`config.mk`:
```
export PLATFORM = sky130hd
export DESIGN_NAME = bus_cycle_seq
export DESIGN_NICKNAME = d
export VERILOG_FILES = /design/src/rtl/bcs_pkg.sv /design/src/rtl/bcs_tclk_edge.sv /design/src/rtl/bcs_timeout.sv /design/src/rtl/bcs_fsm.sv /design/src/rtl/bus_cycle_seq.sv
export SDC_FILE = /design/constraint.sdc
export NUM_CORES = 1
export LEC_CHECK = 0
export ABC_AREA = 1
export BUFFER_PORTS_ARGS = -buffer_cell sky130_fd_sc_hd__buf_4
export CORE_ASPECT_RATIO = 0.7
export CORE_UTILIZATION = 30
export DETAILED_ROUTE_END_ITERATION = 10
export PLACE_DENSITY = 0.55
export SLEW_MARGIN = 20
export SYNTH_ARGS = -nofsm -noshare
export SYNTH_HDL_FRONTEND = slang
export SYNTH_SLANG_ARGS = --single-unit
```
`constraint.sdc`:
```
create_clock -name clk -period 1.7 [get_ports clk]
set_clock_uncertainty 0.05 [all_clocks]
set_input_delay 0.17 -clock clk [delete_from_list [all_inputs] [get_ports clk]]
set_output_delay 0.17 -clock clk [all_outputs]
set_load 0.1 [all_outputs]
```
`src/rtl/bcs_pkg.sv`:
```
// Shared types for the bus cycle sequencer.
// Assumes: one cycle in flight at a time.
package bcs_pkg;

    typedef enum logic [1:0] {
        ST_IDLE = 2'd0,
        ST_ADDR = 2'd1,
        ST_DATA = 2'd2,
        ST_END  = 2'd3
    } bcs_state_e;

    typedef struct packed {
        logic rd;
        logic mem;
        logic opr;
    } bcs_attr_t;

endpackage

```
`src/rtl/bcs_tclk_edge.sv`:
```
// Brings the asynchronous timer clock into the system clock domain and
// emits a one-clock pulse for each falling edge.
// Assumes: the system clock runs at least nine times the timer clock,
// so no timer level is shorter than a few system clocks.
module bcs_tclk_edge #(
    parameter int STAGES = 2
) (
    input  logic clk,
    input  logic rst_n,
    input  logic tclk_i,
    output logic fall_o
);
    logic [STAGES-1:0] sync_q;
    logic              last_q;

    // Shift the timer level through the synchronizer and keep one older copy.
    always_ff @(posedge clk) begin
        if (!rst_n) begin
            sync_q <= '0;
            last_q <= 1'b0;
        end else begin
            sync_q <= {sync_q[STAGES-2:0], tclk_i};
            last_q <= sync_q[STAGES-1];
        end
    end

    // High-to-low on the synchronized level.
    assign fall_o = last_q & ~sync_q[STAGES-1];

endmodule

```
`src/rtl/bcs_timeout.sv`:
```
// Counts timer-clock falls seen while a data phase waits for ready.
// Saturates at the limit and raises hit_o there.
// Assumes: arm_i is low outside the data phase, which clears the count.
module bcs_timeout #(
    parameter int TO_FALLS = 2
) (
    input  logic clk,
    input  logic rst_n,
    input  logic arm_i,
    input  logic rdy_n_i,
    input  logic fall_i,
    output logic hit_o
);
    localparam int CW = $clog2(TO_FALLS + 1);

    logic [CW-1:0] cnt_q;

    // Clear outside the data phase, count falls while ready is withheld.
    always_ff @(posedge clk) begin
        if (!rst_n) begin
            cnt_q <= '0;
        end else if (!arm_i) begin
            cnt_q <= '0;
        end else if (fall_i && rdy_n_i && (cnt_q != CW'(TO_FALLS))) begin
            cnt_q <= cnt_q + CW'(1);
        end
    end

    assign hit_o = (cnt_q == CW'(TO_FALLS));

endmodule

```
`src/rtl/bcs_fsm.sv`:
```
// State machine for one bus cycle: accept, address phase, data phase with
// wait states, end. Owns the registered request, read capture and fault bit.
// Assumes: to_hit_i comes from a counter that is cleared whenever the
// state is not ST_DATA.
module bcs_fsm
    import bcs_pkg::*;
#(
    parameter int AW = 16,
    parameter int DW = 16
) (
    input  logic          clk,
    input  logic          rst_n,
    input  logic          req_i,
    input  logic          float_i,
    input  logic [AW-1:0] addr_i,
    input  logic [DW-1:0] wdata_i,
    input  bcs_attr_t     attr_i,
    input  logic [DW-1:0] rdata_i,
    input  logic          rdy_n_i,
    input  logic          to_hit_i,
    input  logic          to_dis_i,
    input  logic          fault_clr_i,
    output logic          in_data_o,
    output logic          bus_drive_o,
    output logic          as_o,
    output logic          ds_n_o,
    output logic          rd_n_o,
    output logic          wr_n_o,
    output logic [AW-1:0] addr_o,
    output logic [DW-1:0] wdata_o,
    output bcs_attr_t     attr_o,
    output logic [DW-1:0] rdata_o,
    output logic          done_o,
    output logic          err_o,
    output logic          fault_o
);
    bcs_state_e    st_q, st_d;
    logic [AW-1:0] addr_q;
    logic [DW-1:0] wdata_q;
    logic [DW-1:0] rdata_q;
    bcs_attr_t     attr_q;
    logic          err_q;
    logic          fault_q;
    logic          accept;
    logic          rdy_end;
    logic          to_end;

    assign accept  = (st_q == ST_IDLE) && req_i && !float_i;
    assign rdy_end = (st_q == ST_DATA) && !rdy_n_i;
    assign to_end  = (st_q == ST_DATA) && rdy_n_i && to_hit_i && !to_dis_i;

    // Next-state selection.
    always_comb begin
        st_d = st_q;
        unique case (st_q)
            ST_IDLE: if (accept) st_d = ST_ADDR;
            ST_ADDR: st_d = ST_DATA;
            ST_DATA: if (rdy_end || to_end) st_d = ST_END;
            ST_END:  st_d = ST_IDLE;
            default: st_d = ST_IDLE;
        endcase
    end

    // State, request capture, read capture and end reason.
    always_ff @(posedge clk) begin
        if (!rst_n) begin
            st_q    <= ST_IDLE;
            addr_q  <= '0;
            wdata_q <= '0;
            attr_q  <= '0;
            rdata_q <= '0;
            err_q   <= 1'b0;
        end else begin
            st_q <= st_d;
            if (accept) begin
                addr_q  <= addr_i;
                wdata_q <= wdata_i;
                attr_q  <= attr_i;
            end
            if (rdy_end && attr_q.rd) begin
                rdata_q <= rdata_i;
            end
            if (st_q == ST_DATA) begin
                err_q <= to_end;
            end
        end
    end

    // Sticky fault: a timeout sets it, the clear input drops it, set wins.
    always_ff @(posedge clk) begin
        if (!rst_n) begin
            fault_q <= 1'b0;
        end else if (to_end) begin
            fault_q <= 1'b1;
        end else if (fault_clr_i) begin
            fault_q <= 1'b0;
        end
    end

    assign in_data_o   = (st_q == ST_DATA);
    assign bus_drive_o = !(float_i && (st_q == ST_IDLE));
    assign as_o        = (st_q == ST_ADDR) || (st_q == ST_DATA);
    assign ds_n_o      = !(st_q == ST_DATA);
    assign rd_n_o      = !((st_q == ST_DATA) && attr_q.rd);
    assign wr_n_o      = !((st_q == ST_DATA) && !attr_q.rd);
    assign addr_o      = addr_q;
    assign wdata_o     = wdata_q;
    assign attr_o      = attr_q;
    assign rdata_o     = rdata_q;
    assign done_o      = (st_q == ST_END) && !err_q;
    assign err_o       = (st_q == ST_END) && err_q;
    assign fault_o     = fault_q;

endmodule

```
`src/rtl/bus_cycle_seq.sv`:
```
// Top of the bus cycle sequencer: joins the timer-edge detector, the
// timeout counter and the cycle state machine.
// Assumes: clk is at least nine times tclk_i; tclk_i is asynchronous.
module bus_cycle_seq
    import bcs_pkg::*;
#(
    parameter int AW          = 16,
    parameter int DW          = 16,
    parameter int TO_FALLS    = 2,
    parameter int SYNC_STAGES = 2
) (
    input  logic          clk,
    input  logic          rst_n,
    input  logic          req_i,
    input  logic          float_i,
    input  logic [AW-1:0] addr_i,
    input  logic [DW-1:0] wdata_i,
    input  logic          rd_i,
    input  logic          mem_i,
    input  logic          opr_i,
    input  logic [DW-1:0] rdata_i,
    input  logic          rdy_n_i,
    input  logic          tclk_i,
    input  logic          to_dis_i,
    input  logic          fault_clr_i,
    output logic          bus_drive_o,
    output logic          as_o,
    output logic          ds_n_o,
    output logic          rd_n_o,
    output logic          wr_n_o,
    output logic [AW-1:0] addr_o,
    output logic [DW-1:0] wdata_o,
    output logic          rd_o,
    output logic          mem_o,
    output logic          opr_o,
    output logic [DW-1:0] rdata_o,
    output logic          done_o,
    output logic          err_o,
    output logic          fault_o
);
    logic      tfall;
    logic      to_hit;
    logic      in_data;
    bcs_attr_t attr_in;
    bcs_attr_t attr_out;

    assign attr_in = '{rd: rd_i, mem: mem_i, opr: opr_i};

    bcs_tclk_edge #(.STAGES(SYNC_STAGES)) u_edge (
        .clk    (clk),
        .rst_n  (rst_n),
        .tclk_i (tclk_i),
        .fall_o (tfall)
    );

    bcs_timeout #(.TO_FALLS(TO_FALLS)) u_to (
        .clk     (clk),
        .rst_n   (rst_n),
        .arm_i   (in_data),
        .rdy_n_i (rdy_n_i),
        .fall_i  (tfall),
        .hit_o   (to_hit)
    );

    bcs_fsm #(.AW(AW), .DW(DW)) u_fsm (
        .clk         (clk),
        .rst_n       (rst_n),
        .req_i       (req_i),
        .float_i     (float_i),
        .addr_i      (addr_i),
        .wdata_i     (wdata_i),
        .attr_i      (attr_in),
        .rdata_i     (rdata_i),
        .rdy_n_i     (rdy_n_i),
        .to_hit_i    (to_hit),
        .to_dis_i    (to_dis_i),
        .fault_clr_i (fault_clr_i),
        .in_data_o   (in_data),
        .bus_drive_o (bus_drive_o),
        .as_o        (as_o),
        .ds_n_o      (ds_n_o),
        .rd_n_o      (rd_n_o),
        .wr_n_o      (wr_n_o),
        .addr_o      (addr_o),
        .wdata_o     (wdata_o),
        .attr_o      (attr_out),
        .rdata_o     (rdata_o),
        .done_o      (done_o),
        .err_o       (err_o),
        .fault_o     (fault_o)
    );

    assign rd_o  = attr_out.rd;
    assign mem_o = attr_out.mem;
    assign opr_o = attr_out.opr;

endmodule

```
Yosys cells after proc, flatten, opt, wreduce, memory -nomap -nowiden --
Cells that the tools add are included.
Cells by class: eq/ne operators 7, mux-type cells 5, bitwise gates (word level) 2, reduce and logical (&&, ||, !) cells 29, $add $sub $neg 1
Operators with widths (count):
- 1-bit logical AND | 14
- 1-bit zero test | 9
- 2-bit case mux with 4 select lines | 1
- 2-bit equality test (second input constant) | 3
- 2-bit 2-to-1 mux | 2
- 2-bit by 1-bit != test with 1-bit output (second input constant) | 2
- 2-bit AND reduction | 2
- 2-bit by 1-bit adder with 2-bit output (second input constant) | 1
- 2-bit by 1-bit equality test with 1-bit output (second input constant) | 1
- 2-bit zero test | 1
- 1-bit logical OR | 2
- 1-bit 2-to-1 mux | 2
- 2-bit != test (second input constant) | 1
- 2-bit nonzero test | 1
- 1-bit bitwise AND | 1
- 1-bit inverter | 1
Word-level totals: register bits after elaboration 60, output and inout bits 59, bits of input ports 59

Longest topological paths before layout --
word-level depth 7, gate-level depth with buffers 8

By module --
Synthesis repeated with hierarchy kept, for this count alone.
Second synthesis, totals: cell total of the unflattened synthesis 294, area, all modules 2311.0 um^2
By module, submodules not included:
- bcs_fsm | instances 1, area each 2108.3 um^2, cells each 265
- bcs_timeout | instances 1, area each 112.6 um^2, cells each 18
- bcs_tclk_edge | instances 1, area each 90.1 um^2, cells each 11

Worst setup path before layout --
OpenSTA, ideal clock, no wires.
path type reg2reg, start point reg u_fsm.attr_q (netlist bit u_fsm.attr_o[2]), end point reg u_fsm.rdata_q[10], in the netlist u_fsm.rdata_o[10], setup time 116 ps, period minus slack after synthesis 2445 ps, arrival time 2279 ps, required time 1534 ps, path buffers 1, cell stages (with the launch flop) 7, slack -745 ps, cell sequence dfxtp_1 > nand2_2 > nor2_4 > inv_4 > buf_12 > nor2_2 > nor2_1
On the way: word-level cells in the longest chain between the ends 1
RTL lines:
- start: declaration | RTL line bcs_fsm.sv:41 | bcs_attr_t attr_q;
- start signal: assignment | RTL line bcs_fsm.sv:78 | attr_q <= attr_i;
- 1-bit logical AND | RTL line bcs_fsm.sv:80 | if (rdy_end && attr_q.rd) begin
- end signal: assignment | RTL line bcs_fsm.sv:81 | rdata_q <= rdata_i;
- end: declaration | RTL line bcs_fsm.sv:40 | logic [DW-1:0] rdata_q;
No other way between the ends. A chain may end at the register's enable or synchronous reset.

Worst setup path in the final report --
start point reg u_fsm.st_q[0], end point out wr_n_o
On the way: word-level cells in the longest chain between the ends 3
RTL lines:
- start: declaration | RTL line bcs_fsm.sv:37 | bcs_state_e st_q, st_d;
- start signal: assignment | RTL line bcs_fsm.sv:74 | st_q <= st_d;
- 2-bit equality test | RTL line bcs_fsm.sv:105 | assign wr_n_o = !((st_q == ST_DATA) && !attr_q.rd);
- 1-bit logical AND | RTL line bcs_fsm.sv:105
- 1-bit zero test | RTL line bcs_fsm.sv:105
- end: declaration | RTL line bus_cycle_seq.sv:30 | output logic wr_n_o,
No other way between the ends.

==> impl_metrics.json <==
{
  "ant_nets": 0,
  "synthCells": 289,
  "grt_overflow": 0,
  "slowest_delay_ns": 0.33,
  "finalCriticalPeriod_ns": 1.631,
  "cts_sinks": 60,
  "coreArea_mm2": 0.007352,
  "synth_seq_cells": 60,
  "rows": 26,
  "cp.required_ns": 1.48,
  "grt_usage": 0.1564,
  "wire_per_inst_um": 11.37,
  "fin_crit_sh": 0.9592,
  "setup_viol_count_final": 0,
  "cts_buffer_depth": 2,
  "initial_core_util": 0.3114,
  "grt_pass1_wl_um": 9425,
  "finalWorstSetupSlack_ns": 0.06938,
  "path_cells": "inv_2, ha_4, clkinvlp_4, or2_4, buf_12",
  "io-pin-count": 118,
  "p_per_area_mw_per_mm2": 1608,
  "status": "completed",
  "min_path_type": "in -> reg",
  "path_max_fanout": 4,
  "post-route-util": 0.4937,
  "critPathLaunchType": "register",
  "rsz0062_at_grt": "yes",
  "fmax_ghz": 0.6133,
  "gp_congestion": 0.7811,
  "root_buffer": "clkbuf_8",
  "worstPathArrival_ns": 1.41,
  "routed_wl_um": 5991,
  "synth_edf_count": 0,
  "critPathSlowestCell": "dfxtp_2",
  "dr.pass1.iters": 4,
  "layout.nets": 488,
  "grt_max_degree": 59,
  "diodes": 0,
  "layout-drive-gt1-share": 0.3823,
  "hpwl_um": 4046,
  "ys.flop_type": "dfxtp_1",
  "crit_family": "flip-flops",
  "nFillCells": 726,
  "first_iter_violations": 57,
  "clock_insertion_delay_worst_skew_ns": 0.33,
  "numCtsBuffers": 9,
  "die_w_um": 106.4,
  "p_leak_uw": 0.001729,
  "die_y_um": 75.10,
  "ys_types": 23,
  "slew_headroom": 0.6713,
  "syn_nets": 353,
  "hold_viol": 0,
  "cts_max_level": 3,
  "clkTransAtPathRegs_ns": 0.07,
  "via_per_inst": 4.180,
  "cts_tree": "built",
  "area_growth_pct": 58.52,
  "vias": 2203,
  "synth.avg_cell_area_um2": 7.923,
  "netlist_area_mm2": 0.002290,
  "maxCapViolCount": 0,
  "synth-seq-area-share": 0.5246,
  "drc": 0,
  "critPathCaptureType": "output port",
  "cp.buffers_inverters": 3,
  "async_flop_share": 0,
  "grt_pass1_vias": 2047,
  "maxSlewViolCount": 0,
  "antenna_found_initial": 0,
  "die_area_mm2": 0.007992,
  "io_buffer_count": 117,
  "worstMarginPinSlew_ns": 0.4930,
  "yosysWarnings": 0,
  "post-place-ws_ns": 0.2520,
  "max-vdd-ir-drop_mv": 1.537,
  "critPathKind": "reg -> out"
}
cell usage after synthesis, types with 2 or more instances:
cell      count  share of area
nor2_2        9          0.025
o21ai_0      41          0.090
inv_2         2         0.0033
nor2_4        2         0.0098
a21oi_1       5          0.011
nand4_1       2         0.0055
inv_1        16          0.026
dfxtp_1      60           0.52
buf_6         4          0.020
clkbuf_1      7          0.011
nor2_1       97           0.16
nand2_1      17          0.028
o21ai_1      10          0.022
ha_1          5          0.027
nand3_1       4         0.0087
cells in the final DEF, fill, tap and decap left out:
| cell | instances |
|---|---|
| dfxtp_1 | 57 |
| buf_12 | 3 |
| dlygate4sd3_1 | 14 |
| a21oi_1 | 5 |
| ha_4 | 1 |
| o21ai_1 | 10 |
| inv_2 | 3 |
| ha_1 | 4 |
| nand2_2 | 1 |
| clkinv_2 | 3 |
| clkinvlp_4 | 2 |
| inv_1 | 14 |
| nand2_1 | 17 |
| o21ai_0 | 41 |
| or2_4 | 1 |
| a31oi_1 | 1 |
| nand3_2 | 1 |
| inv_4 | 1 |
| nor2_4 | 2 |
| nand4_1 | 2 |
| nor2_2 | 10 |
| clkbuf_8 | 12 |
| dfxtp_2 | 3 |
| buf_4 | 121 |
| nor2_1 | 96 |
| nand3_1 | 4 |
what timing repair did:
item / CTS / global route
buffers inserted: 1 / 2
setup endpoints to repair: 1 / 1
pin swaps: 0 / 1
hold buffers: 14 / 0
resized for setup: 2 / 1
hold endpoints to repair: 14 / 0
kinds of logic (layout without fill, tap and decap cells):
| logic type | Yosys count | after routing | share of synthesized area |
|---|---|---|---|
| buffers and inverters | 33 | 173 | 0.07760 |
| DFF | 60 | 60 | 0.5246 |
| AOI/OAI and AO/OA | 57 | 57 | 0.1251 |
| adders and majority gates | 5 | 5 | 0.02732 |
| and+or+nand+nor | 134 | 134 | 0.2454 |
state kept, by name, indices dropped and copies added (netlist names):
name           flops
u_edge.sync_q      2
u_fsm.err_q        1
u_fsm.attr_o       3
u_fsm.wdata_o     16
u_fsm.addr_o      16
u_to.cnt_q         2
u_edge.last_q      1
u_fsm.st_q         2
u_fsm.rdata_o     16
u_fsm.fault_o      1
path summary, 6_finish.rpt:
kind,to,slack (ns),start,cells after the start
hold / removal,u_fsm.rdata_o[1],0.02,rdata_i[1],3
setup reg to reg,u_fsm.rdata_o[4],0.26,u_fsm.st_q[0],7
setup / recovery,wr_n_o,0.07,u_fsm.st_q[0],5
hold reg to reg,u_edge.sync_q[1],0.38,u_edge.sync_q[0],2
worst min-delay path: stages:
cell,delay (ns)
buf_4,0.08
nor2_1,0.04
nor2_1,0.08
routing by layer:
| layer | up-vias | GRT usage | share of wire |
|---|---|---|---|
| met5 | - | 0 | 0 |
| met4 | 0 | 0.04566 | 0.0032 |
| met3 | 2 | 0.08485 | 0.095 |
| met2 | 81 | 0.2439 | 0.43 |
| met1 | 939 | 0.1883 | 0.47 |
| li1 | 1181 | - | - |
per-stage QoR:
| stage | hold WS (ns) | area (um^2) | setup TNS (ns) | total power, uW | instances |
|---|---|---|---|---|---|
| after detailed placement | 0.3070 | 3267 | 0 | 4595 | 494 |
| after global placement | 0.3106 | 3267 | 0 | 4577 | 494 |
| after global routing | 0.005969 | 3630 | -0.006688 | 6136 | 527 |
| after CTS | 0.0002234 | 3610 | 0 | 5865 | 525 |
| final | 0.02007 | 3630 | 0 | 5836 | 527 |
| after floorplan | 0.2176 | 2315 | -3.721 | 3988 | 289 |
cell type report:
type                            instances  area [um^2]  share of cell area
Clock buffer                           12        165.2             0.04550
Clock inverter                          4        22.52            0.006205
Inverter                               19        77.57             0.02137
Multi-Input combinational cell        196        928.4              0.2558
Sequential cell                        60         1205              0.3320
Tap cell                               98        122.6             0.03378
Timing Repair Buffer                  138         1109              0.3054
power by group:
group          switching (uW)  internal, uW  leakage (uW)  total (uW)
Sequential                118          1600      0.000491        1720
Combinational            2200           740       0.00114        2940
Clock                     538           640     0.0000982        1180
Total                    2850          2980       0.00173        5840
(Power assumes the default switching activity.)
